[src/rtl/tpoll_pkg.sv]
package tpoll_pkg;

    typedef enum logic [2:0] {
        ST_IDLE  = 3'd0,
        ST_RD_A  = 3'd1,
        ST_RD_B  = 3'd2,
        ST_CK_A  = 3'd3,
        ST_CK_B  = 3'd4,
        ST_WR    = 3'd5
    } tpoll_state_e;

    localparam int unsigned TPOLL_STATUS_W = 8;

endpackage

[src/rtl/tpoll_bus.sv]
// One request/acknowledge transfer at a time; read data captured into a register.
module tpoll_bus #(
    parameter int unsigned DATA_W = 8
) (
    input  logic              clk,
    input  logic              rst_n,
    input  logic              issue,
    input  logic              issue_we,
    input  logic [DATA_W-1:0] issue_wdata,
    input  logic              bus_ack,
    input  logic [DATA_W-1:0] bus_rdata,
    output logic              bus_req,
    output logic              bus_we,
    output logic [DATA_W-1:0] bus_wdata,
    output logic [DATA_W-1:0] rd_data,
    output logic              cyc_done
);

    typedef struct packed {
        logic              req;
        logic              we;
        logic [DATA_W-1:0] wd;
        logic [DATA_W-1:0] rd;
        logic              fin;
    } bus_reg_t;

    bus_reg_t r_q, r_d;

    always_comb begin
        r_d     = r_q;
        r_d.fin = 1'b0;
        if (r_q.req) begin
            if (bus_ack) begin
                r_d.req = 1'b0;
                r_d.fin = 1'b1;
                if (!r_q.we) begin
                    r_d.rd = bus_rdata;
                end
            end
        end else if (issue) begin
            r_d.req = 1'b1;
            r_d.we  = issue_we;
            r_d.wd  = issue_wdata;
        end
    end

    always_ff @(posedge clk) begin
        if (!rst_n) begin
            r_q <= '0;
        end else begin
            r_q <= r_d;
        end
    end

    assign bus_req   = r_q.req;
    assign bus_we    = r_q.we;
    assign bus_wdata = r_q.wd;
    assign rd_data   = r_q.rd;
    assign cyc_done  = r_q.fin;

endmodule

[src/rtl/tpoll_bitsel.sv]
// Picks the watched toggle bit and the time-limit flag from a status byte.
module tpoll_bitsel #(
    parameter int unsigned DATA_W      = 8,
    parameter int unsigned TOG_BIT     = 6,
    parameter int unsigned ALT_TOG_BIT = 2,
    parameter int unsigned TMO_BIT     = 5
) (
    input  logic [DATA_W-1:0] status,
    input  logic              use_alt,
    output logic              tog,
    output logic              tmo
);

    generate
        if (TOG_BIT == ALT_TOG_BIT) begin : g_single
            logic unused_sel;
            assign unused_sel = use_alt;
            assign tog = status[TOG_BIT];
        end else begin : g_mux
            assign tog = use_alt ? status[ALT_TOG_BIT] : status[TOG_BIT];
        end
    endgenerate

    assign tmo = status[TMO_BIT];

endmodule

[src/rtl/tpoll_pair_cnt.sv]
// Counts read pairs that changed with the time-limit flag low.
module tpoll_pair_cnt #(
    parameter int unsigned MAX_PAIRS = 16
) (
    input  logic clk,
    input  logic rst_n,
    input  logic clr,
    input  logic inc,
    output logic last
);

    localparam int unsigned CNT_W = $clog2(MAX_PAIRS + 1);

    logic [CNT_W-1:0] cnt_q, cnt_d;

    always_comb begin
        cnt_d = cnt_q;
        if (clr) begin
            cnt_d = '0;
        end else if (inc && !last) begin
            cnt_d = cnt_q + 1'b1;
        end
    end

    always_ff @(posedge clk) begin
        if (!rst_n) begin
            cnt_q <= '0;
        end else begin
            cnt_q <= cnt_d;
        end
    end

    assign last = (cnt_q == CNT_W'(MAX_PAIRS - 1));

endmodule

[src/rtl/toggle_poll_ctrl.sv]
module toggle_poll_ctrl
    import tpoll_pkg::*;
#(
    parameter int unsigned          DATA_W      = TPOLL_STATUS_W,
    parameter int unsigned          ADDR_W      = 20,
    parameter int unsigned          MAX_PAIRS   = 16,
    parameter int unsigned          TOG_BIT     = 6,
    parameter int unsigned          ALT_TOG_BIT = 2,
    parameter int unsigned          TMO_BIT     = 5,
    parameter logic [DATA_W-1:0]    RST_CMD     = 8'hF0
) (
    input  logic              clk,
    input  logic              rst_n,
    input  logic              start,
    input  logic              tog_sel,
    input  logic [ADDR_W-1:0] poll_addr,
    output logic              done,
    output logic              pass,
    output logic              fail,
    output logic              bus_req,
    output logic              bus_we,
    output logic [ADDR_W-1:0] bus_addr,
    output logic [DATA_W-1:0] bus_wdata,
    input  logic [DATA_W-1:0] bus_rdata,
    input  logic              bus_ack
);

    typedef struct packed {
        tpoll_state_e      st;
        logic              pend;
        logic              first;
        logic              sel;
        logic [ADDR_W-1:0] addr;
        logic              done;
        logic              pass;
        logic              fail;
    } ctl_t;

    ctl_t c_q, c_d;

    logic              issue;
    logic              issue_we;
    logic [DATA_W-1:0] issue_wdata;
    logic [DATA_W-1:0] rd_data;
    logic              cyc_done;
    logic              tog_bit;
    logic              tmo_bit;
    logic              cnt_clr;
    logic              cnt_inc;
    logic              cnt_last;

    tpoll_bus #(.DATA_W(DATA_W)) i_bus (
        .clk         (clk),
        .rst_n       (rst_n),
        .issue       (issue),
        .issue_we    (issue_we),
        .issue_wdata (issue_wdata),
        .bus_ack     (bus_ack),
        .bus_rdata   (bus_rdata),
        .bus_req     (bus_req),
        .bus_we      (bus_we),
        .bus_wdata   (bus_wdata),
        .rd_data     (rd_data),
        .cyc_done    (cyc_done)
    );

    tpoll_bitsel #(
        .DATA_W      (DATA_W),
        .TOG_BIT     (TOG_BIT),
        .ALT_TOG_BIT (ALT_TOG_BIT),
        .TMO_BIT     (TMO_BIT)
    ) i_bitsel (
        .status  (rd_data),
        .use_alt (c_q.sel),
        .tog     (tog_bit),
        .tmo     (tmo_bit)
    );

    tpoll_pair_cnt #(.MAX_PAIRS(MAX_PAIRS)) i_cnt (
        .clk   (clk),
        .rst_n (rst_n),
        .clr   (cnt_clr),
        .inc   (cnt_inc),
        .last  (cnt_last)
    );

    always_comb begin
        c_d         = c_q;
        c_d.done    = 1'b0;
        c_d.pass    = 1'b0;
        c_d.fail    = 1'b0;
        issue       = 1'b0;
        issue_we    = 1'b0;
        issue_wdata = '0;
        cnt_clr     = 1'b0;
        cnt_inc     = 1'b0;

        unique case (c_q.st)
            ST_IDLE: begin
                if (start) begin
                    c_d.st   = ST_RD_A;
                    c_d.sel  = tog_sel;
                    c_d.addr = poll_addr;
                    c_d.pend = 1'b0;
                    cnt_clr  = 1'b1;
                end
            end
            ST_RD_A, ST_CK_A: begin
                if (!c_q.pend) begin
                    issue    = 1'b1;
                    c_d.pend = 1'b1;
                end else if (cyc_done) begin
                    c_d.pend  = 1'b0;
                    c_d.first = tog_bit;
                    c_d.st    = (c_q.st == ST_RD_A) ? ST_RD_B : ST_CK_B;
                end
            end
            ST_RD_B: begin
                if (!c_q.pend) begin
                    issue    = 1'b1;
                    c_d.pend = 1'b1;
                end else if (cyc_done) begin
                    c_d.pend = 1'b0;
                    if (tog_bit == c_q.first) begin
                        c_d.st   = ST_IDLE;
                        c_d.done = 1'b1;
                        c_d.pass = 1'b1;
                    end else if (tmo_bit) begin
                        c_d.st = ST_CK_A;
                    end else if (cnt_last) begin
                        c_d.st = ST_WR;
                    end else begin
                        cnt_inc = 1'b1;
                        c_d.st  = ST_RD_A;
                    end
                end
            end
            ST_CK_B: begin
                if (!c_q.pend) begin
                    issue    = 1'b1;
                    c_d.pend = 1'b1;
                end else if (cyc_done) begin
                    c_d.pend = 1'b0;
                    if (tog_bit == c_q.first) begin
                        c_d.st   = ST_IDLE;
                        c_d.done = 1'b1;
                        c_d.pass = 1'b1;
                    end else begin
                        c_d.st = ST_WR;
                    end
                end
            end
            ST_WR: begin
                if (!c_q.pend) begin
                    issue       = 1'b1;
                    issue_we    = 1'b1;
                    issue_wdata = RST_CMD;
                    c_d.pend    = 1'b1;
                end else if (cyc_done) begin
                    c_d.pend = 1'b0;
                    c_d.st   = ST_IDLE;
                    c_d.done = 1'b1;
                    c_d.fail = 1'b1;
                end
            end
            default: begin
                c_d.st = ST_IDLE;
            end
        endcase
    end

    always_ff @(posedge clk) begin
        if (!rst_n) begin
            c_q    <= '0;
            c_q.st <= ST_IDLE;
        end else begin
            c_q <= c_d;
        end
    end

    assign done     = c_q.done;
    assign pass     = c_q.pass;
    assign fail     = c_q.fail;
    assign bus_addr = c_q.addr;

endmodule

[config.mk]
export PLATFORM = sky130hd
export DESIGN_NAME = toggle_poll_ctrl
export DESIGN_NICKNAME = d
export VERILOG_FILES = /design/src/rtl/tpoll_pkg.sv /design/src/rtl/tpoll_bus.sv /design/src/rtl/tpoll_bitsel.sv /design/src/rtl/tpoll_pair_cnt.sv /design/src/rtl/toggle_poll_ctrl.sv
export SDC_FILE = /design/constraint.sdc
export NUM_CORES = 1
export LEC_CHECK = 0
export BUFFER_PORTS_ARGS = -buffer_cell sky130_fd_sc_hd__buf_2
export CAP_MARGIN = 20
export CORE_UTILIZATION = 50
export CTS_BUF_LIST = sky130_fd_sc_hd__clkbuf_4 sky130_fd_sc_hd__clkbuf_8
export DETAILED_ROUTE_END_ITERATION = 6
export GPL_ROUTABILITY_DRIVEN = 0
export GPL_TIMING_DRIVEN = 0
export PLACE_DENSITY = 0.88
export SYNTH_ARGS = -nofsm -noshare
export SYNTH_HDL_FRONTEND = slang
export SYNTH_SLANG_ARGS = --single-unit
[constraint.sdc]
create_clock -name clk -period 3.4 [get_ports clk]
set_input_delay 0.17 -clock clk [delete_from_list [all_inputs] [get_ports clk]]
set_output_delay 0.17 -clock clk [all_outputs]
set_load 0.005 [all_outputs]
==> results, run 1 <==
- The flow ran to the end, and the final reports show no timing, DRC or antenna violations.
- The share of layout cells above drive strength 1 is around a third.
- The path class of the tightest hold or removal check is primary input to register.
- The first routing iteration left 79 violations.
- The clock network accounts for 42.2% of the total power.
- In this run the tool buffered the top-level ports with 56 buffer cells.
- In the routed design, unresolved DRC markers number 0.
- The most repeated cell in the gate-level netlist after synthesis is nand2_1.
- The netlist area before placement is 1971 sq um.
- The gate count after technology mapping is about 240.
- The placement row count is 22.
- The hold buffer count at cts is 0.
- The average instance in the mapped netlist occupies 8.315 sq um.
- The post-CTS repair timing setup buffer count is 0.
- Synthesis inferred 40 register bits.
- The first-pass GRT wire length is 6.637 mm.
- After layout, the minimum clock period comes to between 2000 and 2500 ps.
- The clock skew is 7.557 ps.
- The final number of setup-violating endpoints is 0.
- Summing the sequential cell areas from Yosys gives 40.63% of the chip area.
- The data required time of the critical path is 3620 ps.
- The area growth from synthesis to layout is 24.38%.
- The final antenna diode count is 0.
- In this run the static leakage power is 1.136 nW.
- Setup repair after global routing left no endpoint under its margin.
- After clock tree synthesis, the clock-pin slew on the worst setup and hold paths is 70 ps.
- The kind of end point of the critical path is a register.
- The filler cell count is ~310.
- The total power after layout is approximately 1.1 mW.
- Before CTS, the worst setup slack after placement is ~1500 ps.
- The most area-hungry cell type in the Yosys netlist is dfxtp_1.
- In this run the remaining antenna-violating nets after routing total 0.
- The initial antenna violation count is 0.
- At the pin with the least slew margin, the transition time is 482.2 ps.
- The total iterations of the first detailed-routing run is 4.
- The kind of critical path is register to register.
- Counting flops with an async set or reset pin after synthesis yields a share of 0%.
- The routed design has between 3 and 4 mm of wire.
- The final global-route overflow total is 0.
- The top achievable clock speed is between 400 and 500 MHz.
- The via density per instance is ~5.0.
- The die outline width is between 60 and 70 microns.
- The pin count of the biggest net entering global routing is 13.
- The via count of the first global-routing pass is 1544.
- The number of synthesis warnings is 0.
- The cell-internal power is 836.2 uW.
- The number of unique standard cell types used by synthesis is slightly above 40.
- The count of flip-flops with a built-in enable after synthesis is 0.
- The die span in y is around 65 microns.
- Along the worst path, the maximum fanout reaches 8.
- The tightest slew margin relative to the limit is 67.45%.
- In this run, CTS created clock tree buffers numbering 5.
- The die covers 4196 sq um.
- The TritonCTS clock tree is done.
- The sum of negative setup slack is 0 ps.
- The largest buffer count on any clock path is 2.
- Detailed placement finished with a half-perimeter wire length of 2.705 mm.
- The count of endpoints failing hold in the final timing report came to 0.
- For this run, the leading register cell type out of synthesis is dfxtp_1.
- The worst setup slack for register-to-register paths is between 1000 and 1500 ps.
- After layout, the worst path uses 58.83% of the clock period.
- The number of cells upsized or downsized after cts is 0.
- Dividing the detail-routed wire length by the instance count gives 11.34 microns.
- By area the synthesized netlist is led by dfxtp_1 (41%), buf_4 (11%), nand2_1 (10%), a21boi_0 (8.0%), mux2i_1 (2.5%).
- The maximum vdd drop is roughly 0.25 mV.
- The number of maximum-capacitance violations is 0.
- The number of sinks handled by clock tree synthesis is 40.
- The post-layout net count is 338.
- At the worst endpoint, the arrival time is 2220 ps.
- Summing all non-filler instances in the final layout gives an area of 2451 sq um.
- The H-tree depth is 2.
- The clock root buffer is clkbuf_8.
- Sequential cells burn 47.2% of the power.
- The initial utilization of the core area, before any placement, comes to a little over half.
- The via total after detailed routing is around 1800.
- The clock latency on the worst-skew pair is 290 ps.
- The number of max-slew violations in the final report is 0.
- The share of synthesized area in the top cell type comes to 40.63%.
- The placeable core area is 3716 sq um.
- The proportion of power drawn by combinational gates is 10.6%.
- During I/O placement, the number of pins put on the boundary was 66.
- For this design the total switching power over the nets is approximately 220 uW.
- The critical path launch point type is a register.
- After synthesis, the most frequently instantiated cells are nand2_1 (54), dfxtp_1 (40), buf_4 (28), a21boi_0 (21), clkbuf_1 (9).
- In this run the cell area measured after placement is between 2000 and 2500 sq um.
- The cell area power density is 432.3 nW/um^2.
- The total routing usage reported by global routing is 20.45%.
- Once routing completed, OpenROAD measured the worst setup slack at 1400 ps.
- Net switching is 21.08% of the power.
- The worst hold margin is 116.1 ps.
layer usage:
layer / share of wire (%) / wire (microns) / GRT usage [%] / up-vias
li1: - / - / - / 901
met3: 6.6 / 263 / 4.754 / 11
met4: 2.1 / 83 / 8.889 / 0
met2: 46 / 1818 / 34.77 / 70
met5: 0 / 0 / 0 / -
met1: 46 / 1817 / 24.30 / 771
cell type report:
type | count | area (sq um) | area share [%]
multi-input cells | 155 | 897.1 | 36.60
flip-flops and latches | 40 | 800.8 | 32.67
repair buffers | 56 | 280.3 | 11.43
plain buffers | 40 | 265.3 | 10.82
clock buffers | 5 | 68.82 | 2.808
clock inverters | 2 | 60.06 | 2.450
well taps | 48 | 60.06 | 2.450
inverters | 5 | 18.77 | 0.7657
power by group through the flow:
stage                     Combinational, mW  Clock (mW)  Sequential [mW]
after floorplan                      0.0715           0            0.507
after global placement                0.110           0            0.510
after detailed placement              0.112           0            0.510
after CTS                             0.113       0.453            0.500
after global routing                  0.129       0.472            0.502
final                                 0.113       0.447            0.500
critical path, cell delays in order (launching register included):
cell and delay [ps]:
dfxtp_1 340, ha_1 220, and3_1 190, ha_1 210, inv_1 70, nand4_1 260
or4_1 480, a21oi_1 160
per-stage QoR:
stage	instances	util, %
4_1_cts	351	65.96
6_report	351	65.96
3_5_place_dp	344	62.49
5_1_grt	351	65.96
2_1_floorplan	240	-
3_3_place_gp	344	62.49
flip-flops by register name, summed over array words and instances, names as in the netlist:
register,count
bus_addr,20
c_q,6
i_cnt.cnt_q,5
i_bus.rd_data,3
done,1
fail,1
i_bus.bus_req,1
i_bus.bus_wdata,1
i_bus.cyc_done,1
pass,1
cell families (layout without fill, tap and decap cells):
| family | after synthesis | in the layout | share of synthesized area [%] |
|---|---|---|---|
| adders and majority gates | 2 | 2 | 1.270 |
| xor gates and xnor gates | 1 | 1 | 0.4445 |
| AOI/OAI and AO/OA | 48 | 48 | 16.83 |
| DFF | 40 | 40 | 40.64 |
| and+or+nand+nor | 94 | 94 | 22.92 |
| buffers and inverters | 45 | 108 | 14.41 |
| muxes | 6 | 6 | 3.301 |
| other | 1 | 4 | 0.1903 |
placed cells by master, fill, tap and decap left out, types with 4 or more instances in the layout:
master and n:
nor2_1 6, nand2_1 54, o31ai_1 5, clkbuf_8 5, o21ai_0 6, and3_1 4, inv_1 5, buf_2 58
a21boi_0 21, clkbuf_1 9, nand3_1 4, and2_1 4, nor2b_1 6, conb_1 4, a21oi_1 8, dfxtp_1 40
buf_4 28, mux2i_1 5
final timing paths:
kind,start,endpoint,cells after the start
worst max-delay path,i_cnt.cnt_q[0]$_SDFFE_PP0P_,i_cnt.cnt_q[2]$_SDFFE_PP0P_,7
worst min-delay path,poll_addr[1],bus_addr[1]$_SDFFE_PN0P_,3
worst max register to register,i_cnt.cnt_q[0]$_SDFFE_PP0P_,i_cnt.cnt_q[2]$_SDFFE_PP0P_,7
worst min register to register,bus_addr[11]$_SDFFE_PN0P_,bus_addr[11]$_SDFFE_PN0P_,2
Note: power is estimated with default switching activity, not from simulation.
==> run 2: changes to the inputs <==
clock period = 2.1 ns   (was 3.4 ns; I/O delays follow)
==> run 2 against run 1 <==
  * Die area stayed put
  * Flip-flop and latch count stayed put
  * Via count rose by 1.4%
  * Sequential power is 62% higher
  * Clock skew fell by 0.96 ps
  * Final area grew 0.77%
  * Clock-buffer cell count did not move
  * Core utilization increased by 0.50 points
  * Global-route usage unchanged
  * Sequential share of layout area is 0.20 points lower
  * Critical path depth up 1
  * Hold slack worse by 65 ps
  * Critical path type unchanged
  * Largest cell class unchanged
==> results, run 2 (synthesized netlist as in run 1, its figures left out) <==
- The run finished with clean final reports.
- The initial core utilization was 53.03% (unchanged).
- The arrival time reported for the critical path endpoint is 2210 ps (about the same).
- The via count of the first global-routing pass is 1544 (unchanged).
- The final number of setup-violating endpoints is 0 (unchanged).
- The met1 capacity usage during global routing came to 24.30% (unchanged).
- The quantity of I/O buffers inserted on ports came to 56 (unchanged).
- The cell with the largest stage delay on the worst path is or4_1.
- The total routing usage reported by global routing is 20.45% (unchanged).
- The critical path depth is 8 (+1).
- The H-tree depth is 2 (unchanged).
- The signal on the critical path passes through ha_1 -> and3_1 -> ha_2 -> inv_1 -> nand4_1 -> buf_4 -> or4_1 -> o31ai_1.
- The timing startpoint of the critical path is i_cnt.cnt_q[0]$_SDFFE_PP0P_.
- The number of maximum-capacitance violations is 0 (unchanged).
- The met3 demand-to-capacity share in global routing came to 4.754% (unchanged).
- The clock latency on the worst-skew pair came to 290 ps (about the same).
- The maximum vdd drop is 0.4036 mV (+62%).
- The first-pass GRT wire length came to 6.637 mm (unchanged).
- The post-CTS clock slew at the launch and capture registers of the worst setup and hold paths is 80 ps (about the same).
- The number of top-level design ports was 66 (unchanged).
- The TritonCTS clock tree is done.
- The largest buffer count on any clock path is 2 (unchanged).
- The area of the die is 4196 sq um (unchanged).
- The critical path is of the register to register type.
- The worst setup slack for register-to-register paths was 100 ps (-1300 ps).
- In this run the worst hold path is classified as primary input to register.
- The flip-flop count of the largest register, all copies and words added came to 20 (unchanged).
- Setup repair after global routing left no endpoint under its margin.
- The die outline width is 64.78 microns (unchanged).
- The worst setup slack after placement is 166.5 ps (-1300 ps).
- The final global-route overflow total is 0 (unchanged).
- The final antenna diode count came to 0 (unchanged).
- The number of max-slew violations in the final report is 0 (unchanged).
- The count of endpoints failing hold in the final timing report is 0 (unchanged).
- The initial antenna violation count is 0 (unchanged).
- The maximum fanout count along the critical path is 7 (-1).
- The category of cells accounting for the largest share of critical-path delay is simple AND/OR/NAND/NOR gates.
- The via total after detailed routing is 1777 (+1.4%).
- The smallest setup slack after layout was 100.4 ps (-1299 ps).
- The fraction of the cycle the final worst path needs is 95.22% (+36 points).
- The placeable core area came to 3716 sq um (unchanged).
- The transition time of the tightest slew-check pin is 487.0 ps (+4.775 ps).
- The minimum clock period was 2000 ps (-0.5160 ps).
- The cell area power density was 694.5 nW/um^2 (+61%).
- The reg-to-reg critical path endpoint is i_cnt.cnt_q[4]$_SDFFE_PP0P_.
- The residual DRC count was 0 (unchanged).
- The startpoint of the worst register-to-register path is i_cnt.cnt_q[0]$_SDFFE_PP0P_.
- The post-route non-filler standard cell count was 353 (+0.57%).
- The total length of routed wires is 4.006 mm (+0.60%).
- The share of layout cells above drive strength 1 is 33.77% (+1.1 points).
- Leaving out fill and tap cells, the most frequent cell in the layout is buf_2.
- The number of sinks handled by clock tree synthesis is 40 (unchanged).
- The leakage power summed over all cells is 1.144 nW (+0.68%).
- The met2 usage is 34.77% (unchanged).
- The worst setup path is launched from a register.
- The tightest slew margin relative to the limit is 67.12% (-0.32 points).
- The via density per instance is 5.034 (+0.79%).
- The placement row count is 22 (unchanged).
- The post-layout net count is 340 (+0.59%).
- The filler cell count is 302 (-2.3%).
- The average wire per standard cell is 11.35 microns (about the same).
- The violation count after the first detailed-routing iteration is 82 (+3.8%).
- The total CTS buffers was 5 (unchanged).
- The number of cell instances on the worst register-to-register path came to 8 (+1).
- The number of antenna-violating nets in the routed design is 0 (unchanged).
- The sum of negative setup slack is 0 ps (unchanged).
- The last element of the critical path is i_cnt.cnt_q[4]$_SDFFE_PP0P_.
- The top achievable clock speed is 500.1 MHz (about the same).
- The pin count of the biggest net entering global routing was 13 (unchanged).
- The total iterations of the first detailed-routing run came to 4 (unchanged).
- The clock skew is 6.598 ps (-0.9584 ps).
- The critical path's largest stage delay came to 390 ps (-90 ps).
- The clock root buffer is clkbuf_8.
- The data required time of the critical path is 2310 ps (-1310 ps).
- The total buffers and inverters traversed by the critical path is 2 (+1).
- The final core area utilization is 66.46% (+0.50 points).
- Leaving out fill and tap cells, the most frequent cells in the layout are buf_2 (58), nand2_1 (54), dfxtp_1 (39).
- The die span in y is 64.78 microns (unchanged).
- The kind of end point of the critical path is a register.
- The worst hold margin came to 51.43 ps (-64.68 ps).
- Compared with the post-synthesis result, the final layout area differs by 25.33%.
- The HPWL reported at the end of detailed placement was 2.705 mm (unchanged).
- The number of cells after detailed placement is 344 (unchanged).
- The layer with the highest usage after global routing is met2.
## run 2: changes by cell type in the layout (fill, tap and decap cells not counted), sizes merged
cell  previous run  this run
buf             87        89
## run 2: how the worst min path moves through the flow
stage / startpoint / to / slack [ps] / cells after the start
2_1_floorplan: poll_addr[0] / bus_addr[0]$_SDFFE_PN0P_ / 250 / 2
3_3_place_gp: poll_addr[1] / bus_addr[1]$_SDFFE_PN0P_ / 360 / 3
3_5_place_dp: poll_addr[1] / bus_addr[1]$_SDFFE_PN0P_ / 360 / 3
4_1_cts: poll_addr[1] / bus_addr[1]$_SDFFE_PN0P_ / 50 / 3
5_1_grt: poll_addr[18] / bus_addr[18]$_SDFFE_PN0P_ / 70 / 3
6_report: poll_addr[1] / bus_addr[1]$_SDFFE_PN0P_ / 50 / 3
## run 2: worst min-delay path, cell delays in order
cell and delay (ps):
buf_2 90, nand2_1 40, a21boi_0 60
## run 2: what timing repair did
item | 4_1_cts | 5_1_grt
hold buffers | 0 | 0
gates resized for setup | 0 | 2
endpoints found under the setup margin | 0 | 2
buffers inserted | 0 | 2
## run 2: layout make-up
type | count | area (sq um) | area share (%)
clock inverters | 2 | 60.06 | 2.432
well taps | 48 | 60.06 | 2.432
repair buffers | 58 | 295.3 | 11.96
plain buffers | 40 | 265.3 | 10.74
multi-input cells | 155 | 899.6 | 36.42
inverters | 5 | 18.77 | 0.7599
flip-flops and latches | 40 | 802.0 | 32.47
clock buffers | 5 | 68.82 | 2.786
## run 2: metal layers
layer | share of wire (%) | wire length, microns | vias to the layer above
li1 | - | - | 903
met1 | 45 | 1801 | 780
met2 | 46 | 1824 | 83
met3 | 7.4 | 297 | 11
met4 | 2.0 | 82 | 0
met5 | 0 | 0 | -
## run 2: per-stage QoR
| step | power [mW] | cell area, sq um |
|---|---|---|
| floorplan | 0.9366 | 1982 |
| global placement | 1.004 | 2322 |
| detailed placement | 1.008 | 2322 |
| CTS | 1.725 | 2451 |
| global route | 1.785 | 2470 |
| finish | 1.715 | 2470 |
## run 2: report_power, final
group | internal (mW) | total [mW] | switching, mW
Combinational | 0.0987 | 0.182 | 0.0831
Clock | 0.468 | 0.724 | 0.257
Sequential | 0.788 | 0.809 | 0.0216
==> run 3: changes to the inputs <==
PLACE_DENSITY = 0.85   (was 0.88)
SYNTH_HIERARCHICAL = 1   (was unset)
TNS_END_PERCENT = 1   (was unset)
==> run 3 against run 2 <==
  * The flow now finishes with violations (DRC)
  * Flip-flop and latch count grew 8
  * Critical path depth decreased by 1
  * Non-clock buffer count did not move
  * Global-route usage is 0.46 points lower
  * Area after synthesis up 19%
==> results, run 3 <==
- The final antenna diode count is 0 (unchanged).
- The most common library cell in the layout ignoring fill and taps is buf_2.
- The flow ran to the end, but the final reports show violations.
- The total routing usage reported by global routing is 19.99% (-0.46 points).
- The share of layout cells above drive strength 1 is 37.69% (+3.9 points).
- The total CTS buffers is 5 (unchanged).
- The residual DRC count is 14 (+14).
- The kind of end point of the critical path is a register.
- The data required time of the critical path is 2340 ps (+30 ps).
- The cell area power density is 684.7 nW/um^2 (-1.4%).
- The TritonCTS clock tree is done.
- In the layout the commonest cells are buf_2 (65), nand2_1 (58), dfxtp_1 (48).
- The total area of sequential cells is 960.9 sq um (+20%).
- The synthesized area per cell is 8.648 sq um (+4.0%).
- The area of the die is 4965 sq um (+18%).
- The filler cell count is 397 (+31%).
- The via count of the first global-routing pass is 1763 (+14%).
- The HPWL reported at the end of detailed placement is 3.309 mm (+22%).
- The category of cells accounting for the largest share of critical-path delay is simple AND/OR/NAND/NOR gates.
- The die span in y is 70.46 microns (+8.8%).
- The tightest slew margin relative to the limit is 60.90% (-6.2 points).
- The H-tree depth came to 2 (unchanged).
- The transition time of the tightest slew-check pin is 585.7 ps (+98.76 ps).
- The arrival time reported for the critical path endpoint came to 2210 ps (about the same).
- The first-pass GRT wire length is 7.831 mm (+18%).
- The maximum vdd drop is 0.4310 mV (+6.8%).
- The number of top-level design ports is 66 (unchanged).
- The number of cells after detailed placement is 386 (+12%).
- The via total after detailed routing is 1975 (+11%).
- The final number of setup-violating endpoints is 0 (unchanged).
- The maximum fanout count along the critical path is 3 (-4).
- The cell with the largest stage delay on the worst path is dfxtp_1.
- The violation count after the first detailed-routing iteration is 103 (+26%).
- The final global-route overflow total is 0 (unchanged).
- Traced cell by cell, the critical path runs through mux2_4 -> xor2_4 -> nand3_2 -> nor4b_4 -> nand2b_4 -> or3_1 -> a21oi_1.
- The number of maximum-capacitance violations is 0 (unchanged).
- The final core area utilization is 64.33% (-2.1 points).
- Setup repair after global routing left no endpoint under its margin.
- The post-CTS repair timing setup buffer count was 0 (unchanged).
- The total length of routed wires came to 4.540 mm (+13%).
- The via density per instance is 5.077 (+0.86%).
- The number of max-slew violations in the final report is 0 (unchanged).
- The hold buffer count at cts is 0 (unchanged).
- The checks that failed: DRC.
- The initial antenna violation count is 0 (unchanged).
- The placeable core area is 4444 sq um (+20%).
- The top achievable clock speed is 507.7 MHz (+1.5%).
- The leakage power summed over all cells is 1.259 nW (+10%).
- The critical path launch point type is a register.
- The number of antenna-violating nets in the routed design is 0 (unchanged).
- The flip-flop count of the largest register, all copies and words added is 20 (unchanged).
- The largest buffer count on any clock path was 2 (unchanged).
- The total iterations of the first detailed-routing run is 6 (+2).
- The gate count after technology mapping was 271 (+14%).
- The pin count of the biggest net entering global routing is 20 (+7).
- The critical path's largest stage delay is 360 ps (-30 ps).
- The clock latency on the worst-skew pair is 300 ps (about the same).
- The post-CTS clock slew at the launch and capture registers of the worst setup and hold paths came to 80 ps (about the same).
- The placement row count is 24 (+9.1%).
- The area growth from synthesis to final layout is 22.00%.
- The total buffers and inverters traversed by the critical path is 0 (-2).
- The critical path in this run is classified as register to register.
- The netlist area before placement is 2343 sq um (+19%).
- The average wire per standard cell is 11.67 microns (+2.8%).
- The die outline width is 70.46 microns (+8.8%).
- The total area of multi-input combinational cells is 1160 sq um (+29%).
- The count of endpoints failing hold in the final timing report is 0 (unchanged).
- The minimum clock period is 1970 ps (-30.04 ps).
- The post-layout net count was 373 (+9.7%).
- The number of sinks handled by clock tree synthesis is 48 (+20%).
- The fraction of the cycle the final worst path needs was 93.79% (-1.4 points).
- The clock skew was 5.272 ps (-1.326 ps).
- The post-route non-filler standard cell count came to 389 (+10%).
- The quantity of I/O buffers inserted on ports is 60 (+7.1%).
- The number of synthesis warnings is 6 (+6).
- The initial core utilization was 52.73% (-0.30 points).
- The class of the most critical hold timing path is primary input to register.
- Clock tree synthesis selected as its root buffer the cell clkbuf_8.
## run 3: final timing paths
kind | from | end | slack, ps | depth (start not counted)
setup / recovery | c_q[23]$_SDFFE_PN0P_ | i_cnt/cnt_q[3]$_SDFFE_PP0P_ | 130 | 7
hold / removal | bus_ack | i_bus/bus_req$_SDFF_PN0_ | 20 | 2
setup reg to reg | c_q[23]$_SDFFE_PN0P_ | i_cnt/cnt_q[3]$_SDFFE_PP0P_ | 130 | 7
hold reg to reg | i_bus/bus_wdata[0]$_SDFFE_PN0P_ | i_bus/bus_wdata[0]$_SDFFE_PN0P_ | 450 | 2
## run 3: through the flow
step                      worst slack [ps]  area (sq um)  TNS, ps  total power, mW  hold slack [ps]
final                                130.5          2859        0            1.958            20.78
after floorplan                      146.3          2361        0            1.242            198.5
after global placement              -125.7          2726   -278.9            1.343            321.5
after detailed placement            -164.2          2726   -388.4            1.353            339.0
after CTS                            9.894          2839        0            1.979            12.94
after global routing                 36.51          2859        0            2.059            27.70
## run 3: per-layer routing
| layer | track usage (%) | vias to the layer above | share of wire (%) |
|---|---|---|---|
| li1 | - | 1012 | - |
| met1 | 24.30 | 879 | 45 |
| met2 | 32.69 | 77 | 46 |
| met3 | 4.906 | 7 | 6.6 |
| met4 | 10.20 | 0 | 1.8 |
| met5 | 0 | - | 0 |
## run 3: area by class of cell
type	instances	share of cell area, %
buffer	38	9.147
clock buffer	5	2.407
clock inverter	1	1.050
inverter	3	0.4376
multi-input combinational	182	40.57
sequential	48	33.61
tap	52	2.276
timing repair buffer	60	10.50
## run 3: report_power, final
| group | internal, mW | total [mW] | switching, mW | leakage [nW] |
|---|---|---|---|---|
| combinational | 0.173 | 0.350 | 0.176 | 0.818 |
| sequential | 0.957 | 0.982 | 0.0257 | 0.391 |
| clock | 0.342 | 0.625 | 0.284 | 0.0501 |
| total | 1.47 | 1.96 | 0.486 | 1.26 |
## run 3: what timing repair did
action | in CTS | in global routing
pin swaps | 1 | 1
hold endpoints to repair | 0 | 0
endpoints found under the setup margin | 5 | 8
gates resized for setup | 3 | 4
